File: src/rtl/step_chg_pkg.sv
package step_chg_pkg;
  localparam int NUM_STEPS = 5;
  localparam int NUM_THR   = NUM_STEPS - 1;
  localparam int ADDR_W    = 4;

  localparam logic [ADDR_W-1:0] A_MODE   = 4'h0;
  localparam logic [ADDR_W-1:0] A_REQSEL = 4'h1;
  localparam logic [ADDR_W-1:0] A_FLSEL  = 4'h2;
  localparam logic [ADDR_W-1:0] A_THR0   = 4'h3;
  localparam logic [ADDR_W-1:0] A_DLT0   = 4'h7;
  localparam logic [ADDR_W-1:0] A_LEVEL  = 4'hC;
  localparam logic [ADDR_W-1:0] A_COMMIT = 4'hD;
  localparam logic [ADDR_W-1:0] A_STATUS = 4'hE;

  localparam int MODE_EN_BIT    = 0;
  localparam int MODE_FINAL_BIT = 3;
  localparam int STATUS_LSB     = 3;

  // seconds before asking the host for a new level
  function automatic int req_secs(input logic [1:0] sel);
    return 5 << sel;
  endfunction

  // seconds the host gets to answer a request
  function automatic int fail_secs(input logic [1:0] sel);
    case (sel)
      2'd0:    return 10;
      2'd1:    return 30;
      2'd2:    return 60;
      default: return 120;
    endcase
  endfunction
endpackage

File: src/rtl/step_cfg_regs.sv
module step_cfg_regs
  import step_chg_pkg::*;
#(
  parameter int DW = 8,
  parameter int SW = 3
) (
  input  logic                 clk,
  input  logic                 rst,
  input  logic                 wr_en,
  input  logic [ADDR_W-1:0]    wr_addr,
  input  logic [DW-1:0]        wr_data,
  input  logic [ADDR_W-1:0]    rd_addr,
  output logic [DW-1:0]        rd_data,
  input  logic [SW-1:0]        step_idx,
  output logic [DW-1:0]        mode,
  output logic [1:0]           req_sel,
  output logic [1:0]           fail_sel,
  output logic [DW-1:0]        thr [NUM_THR],
  output logic [DW-1:0]        dlt [NUM_STEPS],
  output logic [DW-1:0]        level_raw,
  output logic                 commit
);
  logic [DW-1:0] rd_nxt;
  logic [DW-1:0] status;

  assign commit = wr_en && (wr_addr == A_COMMIT) && wr_data[0];

  always_ff @(posedge clk) begin
    if (rst) begin
      mode      <= '0;
      req_sel   <= '0;
      fail_sel  <= '0;
      level_raw <= '0;
      for (int i = 0; i < NUM_THR; i++) thr[i] <= DW'(100);
    end else if (wr_en) begin
      if (wr_addr == A_MODE)   mode      <= wr_data;
      if (wr_addr == A_REQSEL) req_sel   <= wr_data[1:0];
      if (wr_addr == A_FLSEL)  fail_sel  <= wr_data[1:0];
      if (wr_addr == A_LEVEL)  level_raw <= wr_data;
      for (int i = 0; i < NUM_THR; i++)
        if (wr_addr == ADDR_W'(A_THR0 + i)) thr[i] <= wr_data;
    end
  end

  // offset table: plain write-only-on-strobe memory, no reset
  always_ff @(posedge clk) begin
    if (wr_en)
      for (int i = 0; i < NUM_STEPS; i++)
        if (wr_addr == ADDR_W'(A_DLT0 + i)) dlt[i] <= wr_data;
  end

  always_comb begin
    status = '0;
    status[STATUS_LSB +: SW] = step_idx;
    rd_nxt = '0;
    case (rd_addr)
      A_MODE:   rd_nxt = mode;
      A_REQSEL: rd_nxt = DW'(req_sel);
      A_FLSEL:  rd_nxt = DW'(fail_sel);
      A_LEVEL:  rd_nxt = level_raw;
      A_STATUS: rd_nxt = status;
      default:  rd_nxt = '0;
    endcase
    for (int i = 0; i < NUM_THR; i++)
      if (rd_addr == ADDR_W'(A_THR0 + i)) rd_nxt = thr[i];
    for (int i = 0; i < NUM_STEPS; i++)
      if (rd_addr == ADDR_W'(A_DLT0 + i)) rd_nxt = dlt[i];
  end

  always_ff @(posedge clk) begin
    if (rst) rd_data <= '0;
    else     rd_data <= rd_nxt;
  end
endmodule

File: src/rtl/step_select.sv
module step_select
  import step_chg_pkg::*;
#(
  parameter int DW = 8,
  parameter int SW = 3
) (
  input  logic [DW-1:0] level,
  input  logic [DW-1:0] thr [NUM_THR],
  output logic [SW-1:0] count
);
  logic [NUM_THR-1:0] reached;

  for (genvar g = 0; g < NUM_THR; g++) begin : g_cmp
    assign reached[g] = (level >= thr[g]);
  end

  always_comb begin
    count = '0;
    for (int i = 0; i < NUM_THR; i++) count = count + SW'(reached[i]);
  end
endmodule

File: src/rtl/tick_timer.sv
module tick_timer #(
  parameter int CW = 8
) (
  input  logic          clk,
  input  logic          rst,
  input  logic          tick,
  input  logic          clr,
  input  logic          run,
  input  logic [CW-1:0] limit,
  output logic          done
);
  logic [CW-1:0] cnt;

  assign done = run && tick && (cnt == limit - 1'b1);

  always_ff @(posedge clk) begin
    if (rst || clr)      cnt <= '0;
    else if (run && tick) cnt <= cnt + 1'b1;
  end
endmodule

File: src/rtl/step_charge_ctrl.sv
module step_charge_ctrl
  import step_chg_pkg::*;
#(
  parameter int DATA_W        = 8,
  parameter int TICKS_PER_SEC = 2
) (
  input  logic              clk,
  input  logic              rst,
  input  logic              tick,
  input  logic              wr_en,
  input  logic [3:0]        wr_addr,
  input  logic [DATA_W-1:0] wr_data,
  input  logic [3:0]        rd_addr,
  output logic [DATA_W-1:0] rd_data,
  output logic [2:0]        step_idx,
  output logic [DATA_W-1:0] delta_out,
  output logic              step_pulse,
  output logic              req_pulse,
  output logic              fail_pulse
);
  localparam int SW       = 3;
  localparam int MAX_TICK = 120 * TICKS_PER_SEC;
  localparam int CW       = $clog2(MAX_TICK + 1);
  localparam logic [SW-1:0] LAST_STEP = SW'(NUM_STEPS - 1);

  logic [DATA_W-1:0] mode, level_raw, cur_level;
  logic [DATA_W-1:0] thr [NUM_THR];
  logic [DATA_W-1:0] dlt [NUM_STEPS];
  logic [1:0]        req_sel, fail_sel;
  logic              commit, en;
  logic [SW-1:0]     step_cnt, step_nxt;
  logic              req_run, fail_run, forced;
  logic              req_done, fail_done, tmr_clr;
  logic [CW-1:0]     req_lim, fail_lim;

  step_cfg_regs #(.DW(DATA_W), .SW(SW)) u_regs (
    .clk(clk), .rst(rst), .wr_en(wr_en), .wr_addr(wr_addr), .wr_data(wr_data),
    .rd_addr(rd_addr), .rd_data(rd_data), .step_idx(step_idx), .mode(mode),
    .req_sel(req_sel), .fail_sel(fail_sel), .thr(thr), .dlt(dlt),
    .level_raw(level_raw), .commit(commit)
  );

  step_select #(.DW(DATA_W), .SW(SW)) u_sel (
    .level(cur_level), .thr(thr), .count(step_cnt)
  );

  assign en       = mode[MODE_EN_BIT];
  assign req_lim  = CW'(req_secs(req_sel) * TICKS_PER_SEC);
  assign fail_lim = CW'(fail_secs(fail_sel) * TICKS_PER_SEC);
  assign tmr_clr  = !en || commit || req_done || fail_done;

  tick_timer #(.CW(CW)) u_req_tmr (
    .clk(clk), .rst(rst), .tick(tick), .clr(tmr_clr), .run(req_run),
    .limit(req_lim), .done(req_done)
  );

  tick_timer #(.CW(CW)) u_fail_tmr (
    .clk(clk), .rst(rst), .tick(tick), .clr(tmr_clr), .run(fail_run),
    .limit(fail_lim), .done(fail_done)
  );

  always_comb begin
    if (!en)         step_nxt = '0;
    else if (forced) step_nxt = LAST_STEP;
    else             step_nxt = step_cnt;
  end

  always_ff @(posedge clk) begin
    if (rst) begin
      step_idx   <= '0;
      delta_out  <= '0;
      step_pulse <= 1'b0;
      req_pulse  <= 1'b0;
      fail_pulse <= 1'b0;
      req_run    <= 1'b0;
      fail_run   <= 1'b0;
      forced     <= 1'b0;
      cur_level  <= '0;
    end else begin
      step_idx   <= step_nxt;
      delta_out  <= en ? dlt[step_nxt] : '0;
      step_pulse <= (step_nxt != step_idx);
      req_pulse  <= 1'b0;
      fail_pulse <= 1'b0;
      if (commit) cur_level <= level_raw >> 1;
      if (!en) begin
        req_run  <= 1'b0;
        fail_run <= 1'b0;
        forced   <= 1'b0;
      end else if (commit) begin
        req_run  <= 1'b1;
        fail_run <= 1'b0;
        forced   <= 1'b0;
      end else if (req_done) begin
        req_run   <= 1'b0;
        fail_run  <= 1'b1;
        req_pulse <= 1'b1;
      end else if (fail_done) begin
        fail_run   <= 1'b0;
        req_run    <= 1'b1;
        fail_pulse <= 1'b1;
        forced     <= mode[MODE_FINAL_BIT];
      end else if (!req_run && !fail_run) begin
        req_run <= 1'b1;
      end
    end
  end


  pulse_excl_chk: assert property (@(posedge clk) disable iff (rst)
    !(req_pulse && fail_pulse));


  step_pulse_chk: assert property (@(posedge clk) disable iff (rst)
    step_pulse |-> (step_idx != $past(step_idx)));


  disabled_idle_chk: assert property (@(posedge clk) disable iff (rst)
    !en |=> (step_idx == '0) && (delta_out == '0) && !req_pulse && !fail_pulse);


  fail_final_chk: assert property (@(posedge clk) disable iff (rst)
    (fail_pulse && forced && en) |=> (step_idx == LAST_STEP));


  commit_wins_chk: assert property (@(posedge clk) disable iff (rst)
    commit |=> !req_pulse);


  step_range_chk: assert property (@(posedge clk) disable iff (rst)
    step_idx <= LAST_STEP);
endmodule

File: config.mk
export PLATFORM = sky130hd
export DESIGN_NAME = step_charge_ctrl
export DESIGN_NICKNAME = d
export VERILOG_FILES = /design/src/rtl/step_chg_pkg.sv /design/src/rtl/step_cfg_regs.sv /design/src/rtl/step_select.sv /design/src/rtl/tick_timer.sv /design/src/rtl/step_charge_ctrl.sv
export SDC_FILE = /design/constraint.sdc
export NUM_CORES = 1
export LEC_CHECK = 0
export BUFFER_PORTS_ARGS = -buffer_cell sky130_fd_sc_hd__buf_2
export CELL_PAD_IN_SITES_DETAIL_PLACEMENT = 0
export CELL_PAD_IN_SITES_GLOBAL_PLACEMENT = 1
export CORE_MARGIN = 3
export CORE_UTILIZATION = 43
export DETAILED_ROUTE_END_ITERATION = 10
export PLACE_DENSITY_LB_ADDON = 0.1
export SETUP_SLACK_MARGIN = 0.4
export SKIP_CTS_REPAIR_TIMING = 1
export SLEW_MARGIN = 20
export SYNTH_ARGS = -nofsm -noshare
export SYNTH_HDL_FRONTEND = slang
export SYNTH_HIERARCHICAL = 1
export SYNTH_SLANG_ARGS = --single-unit
File: constraint.sdc
create_clock -name clk -period 8.74 [get_ports clk]
set_input_delay 1.748 -clock clk [delete_from_list [all_inputs] [get_ports clk]]
set_output_delay 1.748 -clock clk [all_outputs]
set_load 0.005 [all_outputs]
Word level (Yosys, flattened, before mapping)

Cells that the tools add are included.

Input port bits: 20
Output and inout port bits: 22
Register bits: 140
Logic and storage cells: 132

Add/subtract/negate cells: 7
Shifts and indexed selects: 1
Equal/unequal tests: 31
Order comparisons: 5
Mux-type cells: 24
Bitwise gates (word level): 3
Reductions and logical operators: 36

Operators with widths:

| cell                                                 | number |
|---|---|
| 2-to-1 mux 8 bit                                     | 11 |
| equality test 4 bit (second input constant)          | 12 |
| one-hot mux 8 bit (5 select lines)                   | 1 |
| equality test 4 x 3 -> 1 bit (second input constant) | 8 |
| >= comparator 7 x 8 -> 1 bit                         | 4 |
| AND reduction 2 bit                                  | 14 |
| binary-select mux 8 bit (select 3 bit)               | 1 |
| one-hot mux 7 bit (3 select lines)                   | 1 |
| adder 8 x 1 -> 8 bit (second input constant)         | 2 |
| equality test 4 x 2 -> 1 bit (second input constant) | 4 |
| equality test 8 bit                                  | 2 |
| subtractor 8 x 1 -> 8 bit (second input constant)    | 2 |
| equality test 4 x 1 -> 1 bit (second input constant) | 2 |
| logical NOT 4 bit                                    | 2 |
| 2-to-1 mux 1 bit                                     | 8 |
| logical AND 1 bit                                    | 7 |
| << shifter 3 x 2 -> 7 bit (first input constant)     | 1 |
| adder 3 x 1 -> 3 bit                                 | 2 |
| 2-to-1 mux 3 bit                                     | 2 |
| >= comparator 4 bit (second input constant)          | 1 |
| logical OR 1 bit                                     | 4 |
| NOT 3 -> 4 bit                                       | 1 |
| nonzero test 4 bit                                   | 1 |
| OR reduction 4 bit                                   | 1 |
| 10 further kinds                                     | 13 |

Longest topological paths before layout

Depth after elaboration: 11
Gate-level depth with buffers: 14
Depth with buffers taken out: 13

By module

The synthesis kept the hierarchy.

By module, submodules not included:

| module                   | cells each | seq. area each (µm²) | area an instance (µm²) | instances |
|---|---|---|---|---|
| step_cfg_regs            | 429        | 2402.3               | 4459.3                 | 1 |
| step_charge_ctrl         | 132        | 480.5                | 1260.0                 | 1 |
| step_select              | 102        | 0.0                  | 832.0                  | 1 |
| tick_timer at u_fail_tmr | 77         | 160.2                | 628.1                  | 1 |
| tick_timer at u_req_tmr  | 74         | 160.2                | 625.6                  | 1 |

Worst setup path before layout

No wires, ideal clock.

Path type: input to register
From: input tick
To: register u_fail_tmr.cnt[0]
Stages: 10
Required time: 8616 ps
Path slack: 5490 ps
Path buffers: 2
Arrival time: 3126 ps
Setup time: 124 ps
Path through: and2_1 -> buf_2 -> and3_1 -> o211ai_1 -> a211oi_2 -> nor2_1 -> nand3_1 -> or2_2 -> clkbuf_1 -> nor2_1

Longest elaborated chain between the ends: 5
Elaborated cells on any way between the ends: 7

Ends and longest elaborated chain:

| element                         | RTL line               | text |
|---|---|---|
| from (decl)                     | step_charge_ctrl.sv:9  | `input logic tick,` |
| logical AND 1 bit (2 in series) | tick_timer.sv:14       | `assign done = run && tick && (cnt == limit - 1'b1);` |
| named net req_done              | step_charge_ctrl.sv:33 | `logic req_done, fail_done, tmr_clr;` |
| logical OR 1 bit (2 in series)  | step_charge_ctrl.sv:50 | `assign tmr_clr = !en \|\| commit \|\| req_done \|\| fail_done;` |
| named net tmr_clr               | step_charge_ctrl.sv:33 |  |
| logical OR 1 bit                | tick_timer.sv:17       | `if (rst \|\| clr) cnt <= '0;` |
| to (signal assigned)            | tick_timer.sv:18       | `else if (run && tick) cnt <= cnt + 1'b1;` |
| to (decl)                       | tick_timer.sv:12       | `logic [CW-1:0] cnt;` |

The timed path passes the listed nets, and every way through them passes these cells.
A chain may end at the register's enable or synchronous reset.

Worst setup path after layout

From: register u_regs/thr[22] in the netlist's numbering
To: register delta_out[5]

Longest elaborated chain between the ends: 10

Ends and longest elaborated chain:

| element                                              | RTL line               | text |
|---|---|---|
| from (decl)                                          | step_cfg_regs.sv:18    | `output logic [DW-1:0] thr [NUM_THR],` |
| from (signal, indexed assignment)                    | step_cfg_regs.sv:41    | `if (wr_addr == ADDR_W'(A_THR0 + i)) thr[i] <= wr_data;` |
| >= comparator 7 x 8 -> 1 bit                         | step_select.sv:14      | `assign reached[g] = (level >= thr[g]);` |
| adder 1 x 1 -> 2 bit                                 | step_select.sv:19      | `for (int i = 0; i < NUM_THR; i++) count = count + SW'(reached[i]);` |
| adder 3 x 1 -> 3 bit (2 in series)                   | step_select.sv:19      |  |
| named net step_cnt[0]                                | step_charge_ctrl.sv:31 | `logic [SW-1:0] step_cnt, step_nxt;` |
| 2-to-1 mux 3 bit                                     | step_charge_ctrl.sv:64 | `else if (forced) step_nxt = LAST_STEP;` |
| 2-to-1 mux 3 bit                                     | step_charge_ctrl.sv:63 | `if (!en) step_nxt = '0;` |
| NOT 3 -> 4 bit (not written as such)                 | step_charge_ctrl.sv:81 | `delta_out <= en ? dlt[step_nxt] : '0;` |
| binary-select mux 8 bit (select 3 bit)               | step_charge_ctrl.sv:81 |  |
| 2-to-1 mux 8 bit (not written as such) (2 in series) | step_charge_ctrl.sv:81 |  |
| to (signal assigned)                                 | step_charge_ctrl.sv:81 |  |
| to (decl)                                            | step_charge_ctrl.sv:16 | `output logic [DATA_W-1:0] delta_out,` |

The timed path passes the listed nets, and every way through them passes these cells. The select of a mux whose other input is x is not followed.

==> metrics <==
die height=141 um; CP delay by family, top=adder cells; post-route ant nets=0; vias post-DR=6207; leak pwr=3.66 nW; vias in the first global route=6112; Hold Path Class=register to register; FP Rows=48; overall power=1.57 mW; largest net degree at the start of global routing=76; I/O Pins=42; leading cell type in the layout, fill and taps excluded=nor2_1; H-tree levels=4; worst IR drop on VDD=148 uV; Max Cap Violations=0; worst setup margin=4.96 ns; dpl hpwl=15400 um; WL/cell=19.9 um; Iteration-0 DRC Markers=315; normalized max-slew margin=24.7%; Worst-Margin Slew=1.12 ns; Antenna Cells=0; fin nets=922; root buffer cell=clkbuf_16; Initial Utilization=44.5%; gr ovfl total=0; Reg clk slew, reported paths=0.07 ns; Seq/Total Area, Yosys=41.0%; pwr dens=178 nW/um^2; fin. max-slew vios=0; post-route clock period utilization=43.2%; worst slack, placed=4.73 ns; CTS Buffer Depth=2; CP endpoint kind=register; Final Cell Area=8800 um^2; PortBufs=41; average cell area after synthesis=9.59 um^2; CTS tree=built; Critical Path AT=4.13 ns; vias per std cell=5.66; # clock sinks=140; DRC Markers=0; Num CTS Buffers=17; area leader, netlist=dfxtp_1; clock latency on the worst-skew pair=0.43 ns; CP bufs+invs=3; WP data required=9.09 ns; drt pass-1 iters=5; yosys warns=6; clk_skew=0.0100 ns; Post-synth EDFFs=40; Post-Syn Area=7800 um^2; final setup violation count=0; P&R area growth vs syn=12.8%; routability congestion estimate=0.831; final WL=21800 um; slowest stage delay, CP=0.72 ns; CP Cell Sequence=inv_1, ha_1, and3_2, nand3_1, o21a_1, fa_1, inv_1, ha_1, inv_1, nor3_4, a221oi_2, o2bb2ai_1; most frequent CP cell=inv_1; status=completed; initial antenna violation count=0; Critical Path Fanout Max=12; Fin Setup TNS=0 ns; Fmax=0.265 GHz; asr flop ratio synth=0%; Netlist cell types=79; top-area cell type share of the netlist area=25.6%; highest-count cells in the layout ignoring fill and taps=118 x nor2_1, 100 x dfxtp_1, 54 x mux2i_1; dpl cell area=8180 um^2; die area=19800 um^2; Die X=141 um; global-route wire length before repair=34300 um; unrepaired setup endpoints after global routing=no; smallest hold slack=0.479 ns; crit path kind=register to register; All-Layer GR Usage=22.3%; synthesized instance count=814; crit path launch type=register; FF+latch count, synth=140; Core Box Area=17500 um^2; minimum clock period after layout=3.78 ns; top cells by area, synth=dfxtp_1 26%, edfxtp_1 15%, mux2i_1 6.9%; Hold Fails Final Rpt=0; Top FF cell, synth=dfxtp_1; share of cells above drive strength 1=13.7%; Crit-path slowest cell=ha_1
==> sequential cells by signal, indices dropped and copies added (netlist names) <==
| name | count |
|---|---|
| cur_level | 7 |
| delta_out | 8 |
| fail_pulse | 1 |
| fail_run | 1 |
| forced | 1 |
| req_pulse | 1 |
| req_run | 1 |
| step_idx | 3 |
| step_pulse | 1 |
| u_fail_tmr/cnt | 8 |
| u_regs/dlt | 40 |
| u_regs/fail_sel | 2 |
| u_regs/level_raw | 8 |
| u_regs/mode | 8 |
| u_regs/rd_data | 8 |
| u_regs/req_sel | 2 |
| u_regs/thr | 32 |
| u_req_tmr/cnt | 8 |
==> cell usage after synthesis, types with 5 or more instances <==
cell type	instances
a211o_1	9
a21o_1	13
a21oi_1	34
a221oi_2	12
a22oi_1	6
a31oi_1	14
and2_1	5
and3_1	10
buf_2	20
clkbuf_1	16
dfxtp_1	100
edfxtp_1	40
ha_1	43
inv_1	50
mux2_2	5
mux2i_1	54
nand2_1	39
nand2b_1	22
nand3_1	11
nand3b_1	6
nand4_1	9
nor2_1	118
nor2b_1	10
nor3_1	13
o211ai_1	5
o21a_1	5
o21ai_0	11
o21ai_1	6
o2bb2ai_1	8
xnor2_1	10
xor2_1	23
==> metal layers <==
| layer | part of all wire [%] | vias up | track usage [%] |
|---|---|---|---|
| met5 | 0 | - | 0 |
| met4 | 1.7 | 0 | 6.94 |
| met3 | 5.1 | 26 | 3.70 |
| met2 | 50 | 173 | 38.1 |
| met1 | 44 | 3037 | 28.9 |
| li1 | - | 2971 | - |
==> cell type report <==
type	count	area, um^2
fillers	1693	8730
multi-input cells	602	4270
flip-flops and latches	140	3200
clock buffers	17	425
well taps	225	282
repair buffers	45	235
inverters	52	195
clock inverters	15	193
==> final timing paths <==
check                                    start             end  slack (ns)  cells after the start
worst min-delay path            u_regs/thr[31]  u_regs/thr[31]        0.48                      2
worst max-delay path            u_regs/thr[22]    delta_out[5]        4.96                     12
worst min register to register  u_regs/thr[31]  u_regs/thr[31]        0.48                      2
worst max register to register  u_regs/thr[22]    delta_out[5]        4.96                     12
==> stage by stage <==
stage	cells	utilization, %
CTS	1096	50.2
finish	1096	50.2
detailed placement	1064	46.7
floorplan	837	-
global route	1096	50.2
global placement	1064	46.7
==> worst min-delay path, stage by stage, from the launching register on <==
cell,delay [ns]
dfxtp_1,0.33
nand2_1,0.06
a21oi_1,0.05
==> cell families (layout without fill, tap and decap cells) <==
kind of cell / after synthesis / after routing / share of synthesized area (%)
XOR/XNOR: 33 / 33 / 3.70
other: 2 / 25 / 0.0962
multiplexers: 63 / 63 / 8.66
adder cells (fa/ha/maj): 44 / 44 / 7.15
AND/OR/NAND/NOR: 275 / 275 / 18.0
buffers and inverters: 95 / 129 / 5.37
AO/OA/AOI/OAI: 162 / 162 / 16.0
flip-flops: 140 / 140 / 41.0
==> power by group <==
| group | switching (mW) | internal, mW | total [mW] |
|---|---|---|---|
| Clock | 0.319 | 0.438 | 0.756 |
| Combinational | 0.0833 | 0.0437 | 0.127 |
| Sequential | 0.00668 | 0.677 | 0.684 |
No activity file was read; power rests on OpenSTA's default activity.
